<file path="src/rtl/modem_watch_pkg.sv">
package modem_watch_pkg;
  localparam int LINE_COUNT = 4;
  localparam int SYNC_DEPTH = 2;
  // line index order: 0 clear to send, 1 data set ready, 2 ring, 3 carrier
  localparam logic [LINE_COUNT-1:0] RISE_ONLY_MASK = 4'b0100;

  typedef struct packed {
    logic initLines;
    logic clearFlags;
  } watchStrobe_t;
endpackage

</file>
<file path="src/rtl/modem_line_sync.sv">
module modem_line_sync #(
  parameter int STAGES = 2
) (
  input  logic clk,
  input  logic asyncIn,
  output logic syncOut
);
  logic [STAGES-1:0] chain;

  always_ff @(posedge clk) begin
    chain[0] <= asyncIn;
  end

  generate
    for (genvar s = 1; s < STAGES; s++) begin : g_stage
      always_ff @(posedge clk) begin
        chain[s] <= chain[s-1];
      end
    end
  endgenerate

  assign syncOut = chain[STAGES-1];
endmodule

</file>
<file path="src/rtl/modem_watch_ctl.sv">
module modem_watch_ctl
  import modem_watch_pkg::*;
(
  input  logic         rstN,
  input  logic         statusRd,
  output watchStrobe_t strobe
);
  always_comb begin
    strobe.initLines  = !rstN;
    strobe.clearFlags = rstN && statusRd;
  end
endmodule

</file>
<file path="src/rtl/modem_watch_dp.sv">
module modem_watch_dp
  import modem_watch_pkg::*;
#(
  parameter int              LINES     = LINE_COUNT,
  parameter int              STAGES    = SYNC_DEPTH,
  parameter logic [LINES-1:0] RISE_ONLY = RISE_ONLY_MASK
) (
  input  logic             clk,
  input  watchStrobe_t     strobe,
  input  logic [LINES-1:0] lineIn,
  output logic [LINES-1:0] levelOut,
  output logic [LINES-1:0] flagOut,
  output logic             irqOut
);
  logic [LINES-1:0] lineLevel;
  logic [LINES-1:0] prevLevel;
  logic [LINES-1:0] edgeHit;
  logic [LINES-1:0] flagQ;

  generate
    for (genvar i = 0; i < LINES; i++) begin : g_line
      modem_line_sync #(.STAGES(STAGES)) u_sync (
        .clk     (clk),
        .asyncIn (lineIn[i]),
        .syncOut (lineLevel[i])
      );
      if (RISE_ONLY[i]) begin : g_rise
        assign edgeHit[i] = lineLevel[i] & ~prevLevel[i];
      end else begin : g_any
        assign edgeHit[i] = lineLevel[i] ^ prevLevel[i];
      end
    end
  endgenerate

  // prevLevel tracks the line through reset so release flags nothing
  always_ff @(posedge clk) begin
    prevLevel <= lineLevel;
    if (strobe.initLines) begin
      flagQ <= '0;
    end else begin
      // a fresh edge wins over the clear
      flagQ <= (flagQ & ~{LINES{strobe.clearFlags}}) | edgeHit;
    end
  end

  assign levelOut = lineLevel;
  assign flagOut  = flagQ;
  assign irqOut   = |flagQ;
endmodule

</file>
<file path="src/rtl/modem_status_watch.sv">
module modem_status_watch
  import modem_watch_pkg::*;
(
  input  logic       clk,
  input  logic       rstN,
  input  logic       clearSendIn,
  input  logic       setReadyIn,
  input  logic       ringIn,
  input  logic       carrierIn,
  input  logic       statusRd,
  output logic [7:0] statusData,
  output logic       modemIrq
);
  watchStrobe_t          strobe;
  logic [LINE_COUNT-1:0] levels;
  logic [LINE_COUNT-1:0] flags;

  modem_watch_ctl u_ctl (
    .rstN     (rstN),
    .statusRd (statusRd),
    .strobe   (strobe)
  );

  modem_watch_dp #(
    .LINES     (LINE_COUNT),
    .STAGES    (SYNC_DEPTH),
    .RISE_ONLY (RISE_ONLY_MASK)
  ) u_dp (
    .clk      (clk),
    .strobe   (strobe),
    .lineIn   ({carrierIn, ringIn, setReadyIn, clearSendIn}),
    .levelOut (levels),
    .flagOut  (flags),
    .irqOut   (modemIrq)
  );

  assign statusData = {levels, flags};
endmodule

</file>
<file path="config.mk">
export PLATFORM = sky130hd
export DESIGN_NAME = modem_status_watch
export DESIGN_NICKNAME = d
export VERILOG_FILES = /design/src/rtl/modem_watch_pkg.sv /design/src/rtl/modem_line_sync.sv /design/src/rtl/modem_watch_ctl.sv /design/src/rtl/modem_watch_dp.sv /design/src/rtl/modem_status_watch.sv
export SDC_FILE = /design/constraint.sdc
export NUM_CORES = 1
export LEC_CHECK = 0
export BUFFER_PORTS_ARGS = -buffer_cell sky130_fd_sc_hd__buf_4
export CORE_AREA = 8 8 45 47
export DETAILED_ROUTE_END_ITERATION = 10
export DIE_AREA = 0 0 53 55
export GPL_TIMING_DRIVEN = 0
export MAX_ROUTING_LAYER = met4
export PLACE_DENSITY = 0.57
export SYNTH_ARGS = -nofsm -noshare
export SYNTH_HDL_FRONTEND = slang
export SYNTH_SLANG_ARGS = --single-unit
</file>
<file path="constraint.sdc">
create_clock -name clk -period 1.6 [get_ports clk]
set_clock_uncertainty 0.05 [all_clocks]
set_input_delay 0.32 -clock clk [delete_from_list [all_inputs] [get_ports clk]]
set_output_delay 0.32 -clock clk [all_outputs]
set_load 0.05 [all_outputs]
</file>
==> metrics.txt <==
Slew @ Worst Pin=~0.13 ns; RR Startpoint=u_dp.flagOut[0]; Synth cell types=7; cell taking the most area after synthesis=dfxtp_1; P_leak=approximately 0.28 nW; core area=0.00138 mm2; top cells by area, synth=dfxtp_1 (72%), a21boi_0 (6.7%), buf_4 (6.7%); GRT met1 Usage=0.0496; die area=0.00292 mm2; Tmin final=1.66 ns; worst slack, placed=roughly 0.22 ns; drt total wl=690 um; Worst R2R Setup Slack=around 0.7 ns; DRC Markers=0; Yosys reg bits=16; Mean Syn Cell Area=~14 um2; post-route ant nets=0; CP required=between 1 and 1.5 ns; Hold Crit Depth=1; Die Width=53 um; CTS tree=yes; clock sink count=16; crit end category=output port; TritonRoute pass-1 iters=3; Clk pin slew, worst setup/hold paths=~0.080 ns; unrepaired setup endpoints after global routing=true; Max Cap Viol=0; outcome=finished with violations; Iter 0 DRT Violations=4; commonest non-fill, non-tap cell in the layout=buf_4; area grow syn2layout=41.5%; post-layout util=0.457; clk_lat worst skew=~0.27 ns; Total Power=about 0.77 mW; Syn Inst Count=33; GR Util met3=0.0428; first-pass GRT wire length=1.08 mm; final worst-path cycle share=1.04; vias in the first global route=approximately 280; clock root buffer=clkbuf_4; worst path arrival time=around 1.3 ns; IO buf count=15; post-synth net total=40; final hold viol count=0; grt ovf=0; HP Class=input pin to flip-flop; Via-to-Cell Ratio=4.09; Slew headroom=0.913; WS Path Type=flip-flop to output port; final worst-path setup slack=-0.0622 ns; mapped cell area=447 um2; Synth top area share=0.717; most frequent cells in the layout=buf_4 (20), dfxtp_1 (13), nand2b_1 (4), a21boi_0 (4); GRT met2 Usage=0.0742; pin count of the biggest net entering global routing=9; GR Util All Layers=0.0556; Bufs on Longest Clock Path=2; I/O pin total=16; ANT cells=0; fill count=around 140; initial antenna violation count=0; DP Cell Count=64; H-tree depth=1; DIE HEIGHT=55 um; Yosys warnings=0; failing checks=setup timing; via count=between 200 and 300; layout cells sized above 1=0.528; fin area=approximately 630 um2; FMAX=602 MHz; final setup vio count=1; Starting Density=0.323; cts bufs inserted=3; wire per inst=roughly 10 um; PwrDens=roughly 1200 mW/mm2; reg2reg path depth=3; hold path start=clearSendIn; Setup crit start kind=flip-flop; worst-case hold path end point=u_dp.g_line[0].u_sync.chain[0]; # rows=14; maximum vdd drop=slightly below 0.5 mV; placed inst area=583 um2; Most Used Layer, Global Route=met2; setup TNS=-0.0622 ns; crit-path max FO=2; final RePlAce weighted congestion=roughly 0.66; NumNets Final=62; Hold WS=0.0951 ns; Final Non-Filler Cells=just under 70; Seq/Total Area, Yosys=0.717; R2R Path End=u_dp.flagOut[0]; count of pins over their slew limit=0
==> area by class of cell <==
class | count | area [um2] | area share
tap | 16 | 20.0 | 0.0317
multi-input combinational | 13 | 100 | 0.158
sequential | 16 | 324 | 0.513
buffer | 4 | 30.0 | 0.0475
clock buffer | 3 | 22.5 | 0.0356
timing repair buffer | 17 | 135 | 0.214
==> sequential cells by signal, indices dropped and copies added, names as in the netlist <==
signal	flops
u_dp.prevLevel	4
u_dp.flagOut	4
u_dp.g_line.u_sync.syncOut	4
u_dp.g_line.u_sync.chain	4
==> worst max-delay path by stage <==
stage | startpoint | endpoint | slack, ns | cells past startpoint
after floorplan | u_dp.flagOut[0] | modemIrq | 0.06 | 1
after global routing | u_dp.flagOut[1] | modemIrq | -0.10 | 2
after CTS | u_dp.flagOut[2] | modemIrq | -0.08 | 2
after detailed placement | u_dp.flagOut[0] | modemIrq | 0.22 | 2
final | u_dp.flagOut[0] | modemIrq | -0.06 | 2
after global placement | u_dp.flagOut[0] | modemIrq | 0.21 | 2
==> Yosys cell counts <==
| cell | instances |
|---|---|
| xnor2_1 | 3 |
| a21boi_0 | 4 |
| dfxtp_1 | 16 |
| or2b_1 | 1 |
| buf_4 | 4 |
| or4_1 | 1 |
| nand2b_1 | 4 |
==> where the power goes <==
| part | internal [mW] | leakage (nW) | switching [mW] |
|---|---|---|---|
| combinational | 0.0607 | 0.134 | 0.0786 |
| clock | 0.0870 | 0.0138 | 0.104 |
| sequential | 0.424 | 0.135 | 0.0127 |
==> cell families after synthesis <==
logic type | synth area share
flops | 0.717
simple gates | 0.0896
compound gates | 0.0672
buf+inv | 0.0672
xor+xnor | 0.0588
==> routing by layer <==
layer	vias to the layer above	routed length [um]
met3	2	94
met4	0	8
met2	11	303
met1	124	284
li1	145	-
met5	-	0
==> worst max-delay path: stages (launching register included) <==
cell and delay (ns):
dfxtp_2 0.32, or4_4 0.53, buf_8 0.17
==> what timing repair did <==
| action | 4_1_cts | 5_1_grt |
|---|---|---|
| hold buffers | 0 | 0 |
| pin swaps | 1 | 1 |
| setup endpoints to repair | 1 | 1 |
| resized for setup | 4 | 1 |
| setup buffers | 2 | 0 |
| gates cloned | 0 | 0 |
(Power assumes the default switching activity.)
